## config.mk

```make
export PLATFORM = sky130hd
export DESIGN_NAME = port_change_irq
export DESIGN_NICKNAME = d
export VERILOG_FILES = /design/src/rtl/pchg_pkg.sv /design/src/rtl/pchg_rst_sync.sv /design/src/rtl/pchg_ref_store.sv /design/src/rtl/pchg_cmp.sv /design/src/rtl/pchg_irq_out.sv /design/src/rtl/port_change_irq.sv
export SDC_FILE = /design/constraint.sdc
export NUM_CORES = 1
export LEC_CHECK = 0
export ABC_AREA = 0
export BUFFER_PORTS_ARGS = -buffer_cell sky130_fd_sc_hd__buf_2
export CAP_MARGIN = 40
export CORE_MARGIN = 10
export CORE_UTILIZATION = 25
export CTS_CLUSTER_SIZE = 28
export DETAILED_ROUTE_END_ITERATION = 8
export PLACE_DENSITY = 0.55
export SYNTH_ARGS = -nofsm -noshare
export SYNTH_HDL_FRONTEND = slang
export SYNTH_HIERARCHICAL = 1
export SYNTH_SLANG_ARGS = --single-unit
```

## constraint.sdc

```tcl
create_clock -name clk -period 0.8 [get_ports clk]
set_input_delay 0.04 -clock clk [delete_from_list [all_inputs] [get_ports clk]]
set_output_delay 0.04 -clock clk [all_outputs]
set_load 0.02 [all_outputs]
```

## src/rtl/pchg_pkg.sv

```systemverilog
package pchg_pkg;

  localparam int unsigned PCHG_DEF_WIDTH = 8;

  // Source of a re-arm event; both sources act identically on the reference.
  typedef enum logic [1:0] {
    REARM_NONE  = 2'b00,
    REARM_READ  = 2'b01,
    REARM_WRITE = 2'b10,
    REARM_BOTH  = 2'b11
  } rearm_src_e;

  function automatic logic rearm_active(input rearm_src_e src);
    return (src != REARM_NONE);
  endfunction

endpackage

```

## src/rtl/pchg_rst_sync.sv

```systemverilog
module pchg_rst_sync #(
  parameter int unsigned STAGES = 2
) (
  input  logic clk,
  input  logic rst_n,
  output logic rst_int_n
);

  logic [STAGES-1:0] sync_q;
  logic [STAGES-1:0] sync_d;

  always_comb begin
    sync_d = {sync_q[STAGES-2:0], 1'b1};
  end

  always_ff @(posedge clk or negedge rst_n) begin
    if (!rst_n) begin
      sync_q <= '0;
    end else begin
      sync_q <= sync_d;
    end
  end

  assign rst_int_n = sync_q[STAGES-1];

endmodule

```

## src/rtl/pchg_ref_store.sv

```systemverilog
module pchg_ref_store
  import pchg_pkg::*;
#(
  parameter int unsigned WIDTH = PCHG_DEF_WIDTH
) (
  input  logic             clk,
  input  logic             rst_n,
  input  rearm_src_e       rearm_src,
  input  logic [WIDTH-1:0] pins,
  output logic [WIDTH-1:0] ref_q
);

  localparam logic [WIDTH-1:0] REF_RESET = {WIDTH{1'b1}};

  logic             ref_en;
  logic [WIDTH-1:0] ref_d;

  always_comb begin
    ref_en = rearm_active(rearm_src);
    ref_d  = pins;
  end

  always_ff @(posedge clk or negedge rst_n) begin
    if (!rst_n) begin
      ref_q <= REF_RESET;
    end else if (ref_en) begin
      ref_q <= ref_d;
    end
  end

  // a re-arm captures the pins seen in that very cycle
  a_r6_capture_on_rearm: assert property (@(posedge clk) disable iff (!rst_n)
    (rearm_src != REARM_NONE) |=> (ref_q == $past(pins)));

  // no re-arm, no movement of the reference
  a_r9_ref_holds: assert property (@(posedge clk) disable iff (!rst_n)
    (rearm_src == REARM_NONE) |=> $stable(ref_q));

endmodule

```

## src/rtl/pchg_cmp.sv

```systemverilog
module pchg_cmp #(
  parameter int unsigned WIDTH = 8
) (
  input  logic [WIDTH-1:0] pins,
  input  logic [WIDTH-1:0] ref_val,
  output logic             any_diff
);

  logic [WIDTH-1:0] bit_diff;

  for (genvar gi = 0; gi < WIDTH; gi++) begin : g_bit
    assign bit_diff[gi] = pins[gi] ^ ref_val[gi];
  end

  assign any_diff = |bit_diff;

endmodule

```

## src/rtl/pchg_irq_out.sv

```systemverilog
module pchg_irq_out
  import pchg_pkg::*;
(
  input  logic       clk,
  input  logic       rst_n,
  input  rearm_src_e rearm_src,
  input  logic       any_diff,
  output logic       int_n,
  output logic       int_oe
);

  logic irq_q;
  logic irq_d;

  always_comb begin
    if (rearm_active(rearm_src)) begin
      irq_d = 1'b0;
    end else begin
      irq_d = any_diff;
    end
  end

  always_ff @(posedge clk or negedge rst_n) begin
    if (!rst_n) begin
      irq_q <= 1'b0;
    end else begin
      irq_q <= irq_d;
    end
  end

  assign int_oe = irq_q;
  assign int_n  = ~irq_q;

  // a seen difference without re-arm asserts the request next cycle
  a_r2_raise: assert property (@(posedge clk) disable iff (!rst_n)
    (any_diff && (rearm_src == REARM_NONE)) |=> !int_n);

  // agreement without re-arm releases the request next cycle
  a_r3_release: assert property (@(posedge clk) disable iff (!rst_n)
    (!any_diff && (rearm_src == REARM_NONE)) |=> int_n);

endmodule

```

## src/rtl/port_change_irq.sv

```systemverilog
module port_change_irq
  import pchg_pkg::*;
#(
  parameter int unsigned WIDTH = PCHG_DEF_WIDTH,
  parameter int unsigned RST_STAGES = 2
) (
  input  logic             clk,
  input  logic             rst_n,
  input  logic [WIDTH-1:0] port_in,
  input  logic             rd_ack_clr,
  input  logic             wr_ack_clr,
  output logic             int_n,
  output logic             int_oe
);

  logic             rst_int_n;
  rearm_src_e       rearm_src;
  logic [WIDTH-1:0] ref_val;
  logic             any_diff;

  always_comb begin
    rearm_src = rearm_src_e'({wr_ack_clr, rd_ack_clr});
  end

  pchg_rst_sync #(.STAGES(RST_STAGES)) u_rst (
    .clk       (clk),
    .rst_n     (rst_n),
    .rst_int_n (rst_int_n)
  );

  pchg_ref_store #(.WIDTH(WIDTH)) u_ref (
    .clk       (clk),
    .rst_n     (rst_int_n),
    .rearm_src (rearm_src),
    .pins      (port_in),
    .ref_q     (ref_val)
  );

  pchg_cmp #(.WIDTH(WIDTH)) u_cmp (
    .pins     (port_in),
    .ref_val  (ref_val),
    .any_diff (any_diff)
  );

  pchg_irq_out u_irq (
    .clk       (clk),
    .rst_n     (rst_int_n),
    .rearm_src (rearm_src),
    .any_diff  (any_diff),
    .int_n     (int_n),
    .int_oe    (int_oe)
  );

  // read acknowledge clears the request
  a_r4_read_clear: assert property (@(posedge clk) disable iff (!rst_int_n)
    rd_ack_clr |=> int_n);

  // write acknowledge clears the request
  a_r5_write_clear: assert property (@(posedge clk) disable iff (!rst_int_n)
    wr_ack_clr |=> int_n);

  // the pad is driven only while the request is active
  a_r8_drive_matches: assert property (@(posedge clk) disable iff (!rst_int_n)
    int_oe != int_n);

  // after a clear, a pin pattern that differs from the one captured is flagged
  a_r7_rearmed: assert property (@(posedge clk) disable iff (!rst_int_n)
    ((rd_ack_clr || wr_ack_clr) ##1 (!rd_ack_clr && !wr_ack_clr && (port_in != $past(port_in))))
    |=> !int_n);

endmodule

```

[After elaboration in Yosys (flattened, before gate mapping)]
Index checks and enable logic that the tools add are counted.
Storage, ports and cells
  bits in registers: 11
  word-level logic and storage cells: 15
  output and inout port bits: 2
Operators by class
  reduce and logical (&&, ||, !) cells: 2
  mux-type cells: 1
  bitwise gates (word level): 9
Operators by type and width (number)
  8-bit OR reduction: 1
  1-bit bitwise XOR: 8
  2-bit nonzero test: 1
  1-bit two-way mux: 1
  1-bit inverter: 1

[Logic depth before layout (Yosys ltp)]
  depth in word-level cells: 3
  depth in mapped cells: 4
  gate-level depth less buffers: 4

[Modules after synthesis]
Netlist, hierarchy kept.
By module, submodules not included
  pchg_ref_store: instances 1, seq. area each 210.2 µm², cells an instance 17, area an instance 311.5 µm²
  pchg_cmp: instances 1, seq. area each 0.0 µm², cells an instance 11, area an instance 86.3 µm²
  pchg_rst_sync: instances 1, seq. area each 50.0 µm², cells an instance 3, area an instance 53.8 µm²
  pchg_irq_out: instances 1, seq. area each 25.0 µm², cells an instance 3, area an instance 41.3 µm²

[Worst setup path after synthesis]
OpenSTA, ideal clock, no wires.
  path type: reg2reg
  from: reg u_ref.ref_q[5]
  to: reg u_irq.irq_q (netlist: u_irq/int_oe)
  path slack: -0.340 ns
  clock period less this slack: 1.140 ns
  stages on the path, launching flop included: 5
  arrival: 1.021 ns
  cell sequence: dfstp_2 > xor2_1 > nor4_1 > nand2_1 > nor3b_2
On the way
  cells in the longest elaborated chain, start to end: 3
Ends and longest elaborated chain
  start: declaration: line pchg_ref_store.sv:10  | output logic [WIDTH-1:0] ref_q
  start signal: assignment: line pchg_ref_store.sv:27  | ref_q <= ref_d;
  1-bit bitwise XOR: line pchg_cmp.sv:12  | assign bit_diff[gi] = pins[gi] ^ ref_val[gi];
  8-bit OR reduction: line pchg_cmp.sv:15  | assign any_diff = |bit_diff;
  via any_diff: line port_change_irq.sv:19  | logic any_diff;
  1-bit two-way mux: line pchg_irq_out.sv:16  | if (rearm_active(rearm_src)) begin
  via u_irq.irq_d: line pchg_irq_out.sv:13  | logic irq_d;
  end signal: assignment: line pchg_irq_out.sv:27  | irq_q <= irq_d;
  end: declaration: line pchg_irq_out.sv:12  | logic irq_q;
The timed path passes the listed nets, and every way through them passes these cells.
A chain may end at the register's enable or synchronous reset.

[Worst setup path after layout]
  from: reg u_ref.ref_q[0]
  to: reg u_irq.irq_q (netlist: u_irq/int_oe)
Same word-level chain as after synthesis.

==> metrics.txt <==
Leakage about 0.00028 uW; grt ovf 0; DIE WIDTH roughly 64 um; gr usage total under 10%; minimum clock period about 1200 ps; Via Count approximately 310; critical path's slowest cell dfstp_2; CP Class reg -> reg; Synth Warn # 6; Seq/Total Area, Yosys 57.87%; top-level port count 14; RSZ-0062 raised after global routing yes; crit path max fanout 2; final hold vios 0; Worst Path Required 950 ps; first-pass iteration count of the detailed router 2; Mapped Nets 46; post-synth top area cell dfstp_2; PortBufs 13; Worst-Skew Late Latency 260 ps; Final nets 67; Yosys cell types 10; DRT Wirelength 882 um; outcome finished with violations; final weighted congestion in routability-driven placement roughly 0.66; Mean Syn Cell Area roughly 14 um2; cells along the critical path xor2_1, nor4_2, nand2_1, nor3b_2; startpoint types flip-flop; die height about 64 um; # DRC 0; layout cells sized above 1 70.37%; Hold Crit Class in -> reg; CP Capture Type flip-flop; Clk pin slew, worst setup/hold paths 60 ps; TritonCTS Buffers 3; post-route clock period utilization 153.8%; Synth area leaders dfstp_2 (43%), mux2_2 (18%), dfrtp_1 (15%); highest clock rate slightly above 0.8 GHz; worst hold margin between 30 and 40 ps; die area just over 0.004 mm2; DRT antenna net count 0; setup TNS -520.9 ps; first-pass GRT wire length 1.545 mm; dpl hpwl between 700 and 800 um; Pins Over Slew Limit 0; Site Rows 16; # Max-Cap Violations 0; top cell type's share of synthesized area roughly 43%; violated checks setup timing; Mapped Cells 34; initial antenna violation count 0; clock sinks 11; CTS tree built; # H-tree levels 1; arrival time at the worst endpoint 1380 ps; Initial Util 25.65%; Power Density between 1500 and 2000 mW/mm2; CP max stage delay 540 ps; CORE AREA approximately 0.0019 mm2; largest net degree at the start of global routing 10; Worst VDD drop around 0.95 mV; initial drt markers 2; dpl cells 76; final setup fails 3; Clock Root Buffer clkbuf_4; Worst Skew between 0.6 and 0.7 ps; mean routed wirelength per cell 10.89 um; vias in the first global route about 350; fill count between 200 and 250; vias per cell ~3.9; area added between synthesis and finish 34.26%; Non-Filler Instances just over 80; number of synthesized register bits 11; Ant. Diodes 0; synthesized area 493.0 um2; Setup WS post-layout -430.3 ps; Tot Pwr ~1200 uW; CTS Buffer Depth 2
## kinds of logic (layout without fill, tap and decap cells)
kind of cell | Yosys count | count (layout) | share of synthesized area [%]
XOR/XNOR | 8 | 8 | 14.21
buffers and inverters | 1 | 21 | 0.7607
flip-flops | 11 | 11 | 57.87
multiplexers | 8 | 8 | 18.27
other | 1 | 1 | 0.7607
AND/OR/NAND/NOR | 5 | 5 | 8.120
## critical path, delay by kind of cell (launching register included)
kind             cells  cell delay [ps]
flip-flops           1              540
AND/OR/NAND/NOR      3              510
XOR/XNOR             1               70
## final cells by class
class	count	area (um2)	area share, %
clock buffers	4	26.28	3.970
repair buffers	16	102.6	15.50
flip-flops and latches	11	285.3	43.10
multi-input cells	22	210.2	31.76
well taps	27	33.78	5.104
inverters	1	3.754	0.5671
## routing by layer
metal	wire length, um	track usage, %	up-vias	part of all wire (%)
met5	0	0	-	0
met4	0	1.604	0	0
met3	78	4.355	0	8.8
met2	439	7.759	10	50
met1	363	4.356	149	41
li1	-	-	153	-
## flip-flops by register name, summed over array words and instances (netlist names)
name,count
u_ref/ref_q,8
u_rst/sync_q,2
u_irq/int_oe,1
## Yosys cell counts
library cell and instances:
conb_1 1, dfrtp_1 3, dfstp_2 8, inv_1 1, mux2_2 8, nand2_1 1, nor2_4 1, nor3b_2 1
nor4_1 2, xor2_1 8
## layout by cell type (no fill, tap or decap)
master / instances
buf_2: 11
nand2_1: 1
buf_4: 2
nor2_4: 1
nor3b_2: 1
dfrtp_1: 3
clkbuf_1: 1
nor4_2: 1
inv_2: 1
conb_1: 1
clkbuf_4: 3
buf_6: 2
mux2_2: 8
nor4_1: 1
dfstp_2: 8
xor2_1: 8
dlygate4sd3_1: 1
## power breakdown
part           leakage (uW)  total [uW]  internal, uW  switching (uW)
Clock             0.0000150         361           193             169
Combinational      0.000147         174           100            74.2
Sequential         0.000120         656           625            31.8
## timing repair
action | in CTS | in global routing
buffers inserted | 0 | 0
pin swaps | 1 | 2
endpoints found under the setup margin | 3 | 3
hold buffers | 1 | 0
resized for setup | 4 | 2
endpoints found under the hold margin | 2 | 0
## worst paths after layout
check | end | slack (ps) | depth (start not counted) | from
max | u_irq/int_oe | -430 | 4 | u_ref/ref_q[0]
min | u_ref/ref_q[2] | 40 | 2 | port_in[2]
max reg2reg | u_irq/int_oe | -430 | 4 | u_ref/ref_q[0]
min reg2reg | u_irq/int_oe | 150 | 0 | u_rst/sync_q[1]
max in group asynchronous | u_ref/ref_q[1] | 340 | 0 | u_rst/sync_q[1]
min in group asynchronous | u_rst/sync_q[1] | 90 | 2 | rst_n
## per-stage QoR
| step | util (%) | setup WS (ps) | area, um2 |
|---|---|---|---|
| 2_1_floorplan | - | -336.4 | 493.0 |
| 3_3_place_gp | 31.58 | -439.0 | 606.8 |
| 3_5_place_dp | 31.58 | -451.6 | 606.8 |
| 4_1_cts | 34.11 | -458.5 | 655.6 |
| 5_1_grt | 34.44 | -523.9 | 661.9 |
| 6_report | 34.44 | -430.3 | 661.9 |
(Power assumes the default switching activity.)
